### src/rtl/seg_xlat_pkg.sv
package seg_xlat_pkg;
    localparam int SEG_OFF_W    = 15;
    localparam int SEG_DATA_W   = 32;
    localparam int SEG_LOCK_BIT = 31;
    localparam int SEG_GROUPS   = 2;

    typedef struct packed {
        logic                 lock;
        logic [SEG_OFF_W-1:0] off;
    } seg_word_t;

    localparam int SEG_WORD_W = $bits(seg_word_t);
endpackage

### src/rtl/seg_regbank.sv
module seg_regbank
    import seg_xlat_pkg::*;
#(
    parameter int NUM_SEG = 8,
    localparam int IDX_W  = $clog2(NUM_SEG)
) (
    input  logic                           clk,
    input  logic                           rst_n,
    input  logic                           wr_en,
    input  logic [IDX_W-1:0]               wr_idx,
    input  logic [SEG_DATA_W-1:0]          wr_data,
    output seg_word_t [NUM_SEG-1:0]        words_o
);
    logic unused_rsvd_bits;
    assign unused_rsvd_bits = ^wr_data[SEG_LOCK_BIT-1:SEG_OFF_W];

    for (genvar i = 0; i < NUM_SEG; i++) begin : g_seg
        seg_word_t word_q;
        always_ff @(posedge clk) begin
            if (!rst_n) begin
                word_q <= '0;
            end else if (wr_en && (wr_idx == IDX_W'(i)) && !word_q.lock) begin
                word_q.lock <= wr_data[SEG_LOCK_BIT];
                word_q.off  <= wr_data[SEG_OFF_W-1:0];
            end
        end
        assign words_o[i] = word_q;
    end
endmodule

### src/rtl/seg_window_decode.sv
module seg_window_decode #(
    parameter int ADDR_W    = 38,
    parameter int NUM_SEG   = 8,
    parameter int UNIT_LOG2 = 24,
    localparam int UNIT_W   = ADDR_W - UNIT_LOG2,
    localparam int IDX_W    = $clog2(NUM_SEG),
    parameter logic [NUM_SEG*UNIT_W-1:0] BASE = '0,
    parameter logic [NUM_SEG*UNIT_W-1:0] MASK = '0
) (
    input  logic [ADDR_W-1:0] addr_i,
    output logic              hit_o,
    output logic [IDX_W-1:0]  idx_o
);
    logic [UNIT_W-1:0]  unit_addr;
    logic [NUM_SEG-1:0] match;

    assign unit_addr = addr_i[ADDR_W-1:UNIT_LOG2];

    for (genvar i = 0; i < NUM_SEG; i++) begin : g_win
        localparam logic [UNIT_W-1:0] WB = BASE[i*UNIT_W +: UNIT_W];
        localparam logic [UNIT_W-1:0] WM = MASK[i*UNIT_W +: UNIT_W];
        assign match[i] = ((unit_addr & ~WM) == (WB & ~WM));
    end

    // lowest matching index has priority
    always_comb begin
        hit_o = 1'b0;
        idx_o = '0;
        for (int i = NUM_SEG - 1; i >= 0; i--) begin
            if (match[i]) begin
                hit_o = 1'b1;
                idx_o = IDX_W'(i);
            end
        end
    end
endmodule

### src/rtl/seg_xlat_top.sv
module seg_xlat_top
    import seg_xlat_pkg::*;
#(
    parameter int ADDR_W    = 38,
    parameter int NUM_SEG   = 8,
    parameter int UNIT_LOG2 = 24,
    localparam int UNIT_W   = ADDR_W - UNIT_LOG2,
    localparam int IDX_W    = $clog2(NUM_SEG),
    parameter logic [NUM_SEG*UNIT_W-1:0] C_BASE = {
        14'h0107, 14'h0106, 14'h0105, 14'h0104,
        14'h0103, 14'h0102, 14'h1000, 14'h0080},
    parameter logic [NUM_SEG*UNIT_W-1:0] C_MASK = {
        14'h0000, 14'h0000, 14'h0000, 14'h0000,
        14'h0000, 14'h0000, 14'h03FF, 14'h003F},
    parameter logic [NUM_SEG*UNIT_W-1:0] N_BASE = {
        14'h0107, 14'h0106, 14'h1800, 14'h00D0,
        14'h1400, 14'h00C0, 14'h0101, 14'h0100},
    parameter logic [NUM_SEG*UNIT_W-1:0] N_MASK = {
        14'h0000, 14'h0000, 14'h03FF, 14'h000F,
        14'h03FF, 14'h000F, 14'h0000, 14'h0000}
) (
    input  logic                  clk,
    input  logic                  rst_n,
    input  logic                  wr_en,
    input  logic                  wr_noncached,
    input  logic [IDX_W-1:0]      wr_idx,
    input  logic [SEG_DATA_W-1:0] wr_data,
    input  logic                  req_valid,
    input  logic                  req_noncached,
    input  logic [ADDR_W-1:0]     req_addr,
    output logic                  out_valid,
    output logic                  out_err,
    output logic [ADDR_W-1:0]     out_addr
);
    localparam int WIDE_W = ADDR_W + SEG_OFF_W + UNIT_LOG2;

    seg_word_t [SEG_GROUPS-1:0][NUM_SEG-1:0] bank_words;
    logic      [SEG_GROUPS-1:0]              grp_hit;
    logic      [SEG_GROUPS-1:0][IDX_W-1:0]   grp_idx;

    for (genvar g = 0; g < SEG_GROUPS; g++) begin : g_grp
        seg_regbank #(
            .NUM_SEG (NUM_SEG)
        ) u_bank (
            .clk     (clk),
            .rst_n   (rst_n),
            .wr_en   (wr_en && (wr_noncached == g[0])),
            .wr_idx  (wr_idx),
            .wr_data (wr_data),
            .words_o (bank_words[g])
        );

        seg_window_decode #(
            .ADDR_W    (ADDR_W),
            .NUM_SEG   (NUM_SEG),
            .UNIT_LOG2 (UNIT_LOG2),
            .BASE      ((g == 0) ? C_BASE : N_BASE),
            .MASK      ((g == 0) ? C_MASK : N_MASK)
        ) u_dec (
            .addr_i (req_addr),
            .hit_o  (grp_hit[g]),
            .idx_o  (grp_idx[g])
        );
    end

    seg_word_t                 sel_word;
    logic                      sel_hit;
    logic                      xl_err;
    logic signed [SEG_OFF_W-1:0] off_s;
    logic signed [WIDE_W-1:0]  delta_w;
    logic [ADDR_W-1:0]         xl_addr;

    always_comb begin
        sel_hit  = grp_hit[req_noncached];
        sel_word = bank_words[req_noncached][grp_idx[req_noncached]];
        xl_err   = !sel_hit || (sel_word == '0);
        off_s    = sel_word.off;
        delta_w  = WIDE_W'(off_s);
        delta_w  = delta_w <<< UNIT_LOG2;
        xl_addr  = req_addr + delta_w[ADDR_W-1:0];
    end

    always_ff @(posedge clk) begin
        if (!rst_n) begin
            out_valid <= 1'b0;
            out_err   <= 1'b0;
            out_addr  <= '0;
        end else begin
            out_valid <= req_valid;
            out_err   <= req_valid && xl_err;
            out_addr  <= (req_valid && !xl_err) ? xl_addr : '0;
        end
    end
endmodule

### config.mk
export PLATFORM = sky130hd
export DESIGN_NAME = seg_xlat_top
export DESIGN_NICKNAME = d
export VERILOG_FILES = /design/src/rtl/seg_xlat_pkg.sv /design/src/rtl/seg_regbank.sv /design/src/rtl/seg_window_decode.sv /design/src/rtl/seg_xlat_top.sv
export SDC_FILE = /design/constraint.sdc
export NUM_CORES = 1
export LEC_CHECK = 0
export BUFFER_PORTS_ARGS = -buffer_cell sky130_fd_sc_hd__buf_4
export CAP_MARGIN = 5
export CORE_UTILIZATION = 25
export CTS_CLUSTER_DIAMETER = 100
export DETAILED_ROUTE_END_ITERATION = 16
export PLACE_DENSITY_LB_ADDON = 0.3
export SYNTH_ARGS = -nofsm -noshare
export SYNTH_HDL_FRONTEND = slang
export SYNTH_SLANG_ARGS = --single-unit
### constraint.sdc
create_clock -name clk -period 11.75 [get_ports clk]
set_clock_uncertainty 0.15 [all_clocks]
set_input_delay 1.175 -clock clk [delete_from_list [all_inputs] [get_ports clk]]
set_output_delay 1.175 -clock clk [all_outputs]
set_load 0.005 [all_outputs]
==> summary.md <==
| Metric | Value |
|---|---|
| Max Fclk | about 150 MHz |
| Overall Power | about 2.4 mW |
| Max Root-Sink Buffers | 3 |
| PwrDens | about 140 nW/um^2 |
| Worst VDD drop | roughly 0.000084 V |
| Worst-path fanout max | between 40 and 50 |
| Rows | 86 |
| CTS H-tree depth | 2 |
| Setup total negative slack | 0 ps |
| Placed Cells | 2415 |
| Max Cap Viol | 0 |
| Initial Utilization | about a quarter |
| Area share of fa/ha/maj cells after synthesis | 1.54% |
| Clock Root Buffer | clkbuf_16 |
| Area delta synth->final | 18.8% |
| Worst setup margin | a little over 5000 ps |
| Final hold vios | 0 |
| Layout cells sized above 1 | between 10% and 20% |
| TritonCTS Buffers | 38 |
| Simple-gate share of the synthesized area | between 20% and 30% |
| Grt ovf | 0 |
| CP bufs+invs | 2 |
| Die Span Y | approximately 240 microns |
| Worst-skew pair later-pin latency | 570 ps |
| Drt first pass iters | 5 |
| Main synth FF type | dfxtp_1 |
| Kind of critical path | input port to flop |
| Worst hold slack | ~320 ps |
| Finished Layout Cells | about 2500 |
| Worst slew pin tran | approximately 1200 ps |
| Crit path DAT | about 7000 ps |
| Yosys warns | 0 |
| Asr flop ratio synth | 0% |
| Post-route cell area | ~17000 sq um |
| Resized Gates After CTS | 0 |
| Register area share after synthesis | 41.9% |
| Total GRT Usage | 16.6% |
| Routed length per instance | just under 20 microns |
| Core box area | 55500 sq um |
| Commonest non-fill, non-tap cell in the layout | nand2_1 |
| Lkg Pwr | 6.22 nW |
| Most frequent cells in the layout | nand2_1 (408), dfxtp_1 (296), a21boi_0 (196), buf_4 (128), o22ai_1 (125) |
| Die width | about 240 microns |
| Syn nets | 1776 |
| Final period utilization | 56.8% |
| WP data required | ~12000 ps |
| CP Launch Type | input port |
| Vias in the first global route | between 10000 and 15000 |
| Pre-CTS WS | between 4000 and 5000 ps |
| Placer Congestion | between 0.8 and 0.9 |
| NumNets Final | about 1800 |
| Vias | 12647 |
| Placed Area | roughly 16000 sq um |
| Largest net degree at the start of global routing | approximately 150 |
| CTS clk-pin slew, worst paths | 60 ps |
| Most used cell, CP | a21o_1 |
| Rel. slew slack | 16.7% |
| Syn_area_per_cell | about 8.4 sq um |
| Crit. End Element | flop |
| Worst Hold Class | flop to flop |
| Die area | 57500 sq um |
| CP cell instances | buf_4 -> buf_4 -> nand3b_1 -> o211ai_1 -> or4_4 -> a21boi_4 -> o22ai_1 -> a211oi_1 -> a22oi_1 -> nand3_1 -> ha_1 -> o21ai_0 -> nand2b_1 -> a21o_1 -> a21o_1 -> a21oi_1 -> o2111ai_1 -> a21o_1 -> a21oi_1 -> xnor2_1 -> and3_1 |
| Critical Path Max Stage Delay | around 670 ps |
| Post-synth EDFFs | 0 |
| Cell Area, Synth | approximately 14000 sq um |
| Post-synth cell types | between 60 and 70 |
| Initial DRC count | between 1000 and 1500 |
| Post-CTS Setup Inserts | 0 |
| Mux share of post-synthesis cell area | under 10% |
| Synth Instances | 1681 |
| Top Ports | around 120 |
| Fillers | between 5000 and 6000 |
| Setup Viol. Count Final | 0 |
| PortBufs | 102 |
| Initial antenna violation count | 2 |
| Layout Utilization | a little over 30% |
| Final Max Tran Viols | 0 |
| Global-route wire length before repair | around 73 mm |
| Routed Antenna Nets | 0 |
| Cell family contributing the most delay on the critical path | compound AO/OA/AOI/OAI gates |
| Compound-Gate Fraction of Synth Area | between 20 and 25% |
| Register bit count reported by yosys | roughly 300 |
| DRC viols | 0 |
| Slowest-stage cell, CP | or4_4 |
| RSZ-0062 raised after global routing | false |
| Avg Vias per Cell | 5.10 |
| Num Clock Sinks | 296 |
| CTS tree | done |
| Main combinational cell family by area after synthesis | simple AND/OR/NAND/NOR gates |
| Hold_buf cts | 0 |
| Post-Route WL | 48.2 mm |
| Post-Synth XOR/XNOR Area | less than 1% |
| Outcome | completed |
| HPWL Detailed | a little under 30 mm |
| Post-route minimum period | about 6700 ps |
cell families (layout without fill, tap and decap cells):
family / count (synthesis) / in the layout
AND/OR/NAND/NOR: 668 / 668
AO/OA/AOI/OAI: 445 / 445
XOR/XNOR: 13 / 13
other: 0 / 1
adder cells (fa/ha/maj): 17 / 17
multiplexers: 90 / 90
flip-flops: 296 / 296
buffers and inverters: 152 / 204
worst min-delay path: stages, from the launching register on:
cell and delay [ps]:
dfxtp_1 300, nand2_1 50, a21boi_0 60
final timing paths:
| path | startpoint | to | slack (ps) | cells after the start |
|---|---|---|---|---|
| hold reg to reg | g_grp[0].u_bank.words_o[58] | g_grp[0].u_bank.words_o[58] | 320 | 2 |
| hold / removal | g_grp[0].u_bank.words_o[58] | g_grp[0].u_bank.words_o[58] | 320 | 2 |
| setup / recovery | req_noncached | out_addr[36] | 5080 | 21 |
| setup reg to reg | g_grp[1].u_bank.words_o[81] | out_addr[37] | 7590 | 18 |
flip-flops by register name, indices dropped and copies added (netlist names):
signal                cells
out_valid                 1
out_err                   1
out_addr                 38
g_grp.u_bank.words_o    256
where the power goes:
| part | internal, mW | switching [mW] | leakage, nW | total, mW |
|---|---|---|---|---|
| combinational | 0.0942 | 0.147 | 3.26 | 0.241 |
| clock | 0.672 | 0.463 | 0.575 | 1.14 |
| sequential | 1.02 | 0.00832 | 2.39 | 1.03 |
| total | 1.79 | 0.618 | 6.22 | 2.40 |
metal layers:
metal	wire length, microns	GRT usage, %	share of wire, %	vias to the layer above
met1	22200	22.7	46	6106
met4	1220	5.79	2.5	2
met5	13	0	0.027	-
li1	-	-	-	5993
met2	21100	25.6	44	460
met3	3610	3.50	7.5	86
cells in the mapped netlist (11+ instances only):
| master | instances | area share, % |
|---|---|---|
| nor2_1 | 24 | 0.64 |
| ha_1 | 15 | 1.3 |
| o21ai_0 | 18 | 0.64 |
| nand2_1 | 408 | 11 |
| nand3_1 | 12 | 0.42 |
| nor4_1 | 17 | 0.75 |
| nor3_1 | 32 | 1.1 |
| a21oi_1 | 25 | 0.88 |
| nor2b_1 | 61 | 2.7 |
| dfxtp_1 | 296 | 42 |
| o22ai_1 | 125 | 5.5 |
| mux2i_1 | 51 | 3.6 |
| a211oi_1 | 17 | 0.90 |
| a21boi_0 | 196 | 10 |
| mux2_2 | 35 | 2.8 |
| buf_2 | 18 | 0.64 |
| clkbuf_1 | 117 | 3.1 |
| or4_1 | 11 | 0.58 |
| or3_1 | 27 | 1.2 |
| and3_1 | 35 | 1.5 |
layout make-up:
| type | count | area [sq um] | area share [%] |
|---|---|---|---|
| multi-input cells | 1233 | 7720 | 46.0 |
| flip-flops and latches | 296 | 5930 | 35.3 |
| clock buffers | 58 | 1110 | 6.59 |
| repair buffers | 129 | 972 | 5.79 |
| well taps | 748 | 936 | 5.57 |
| clock inverters | 8 | 95.1 | 0.566 |
| inverters | 9 | 33.8 | 0.201 |
| diodes | 1 | 2.50 | 0.0149 |
No activity file was read; power rests on OpenSTA's default activity.
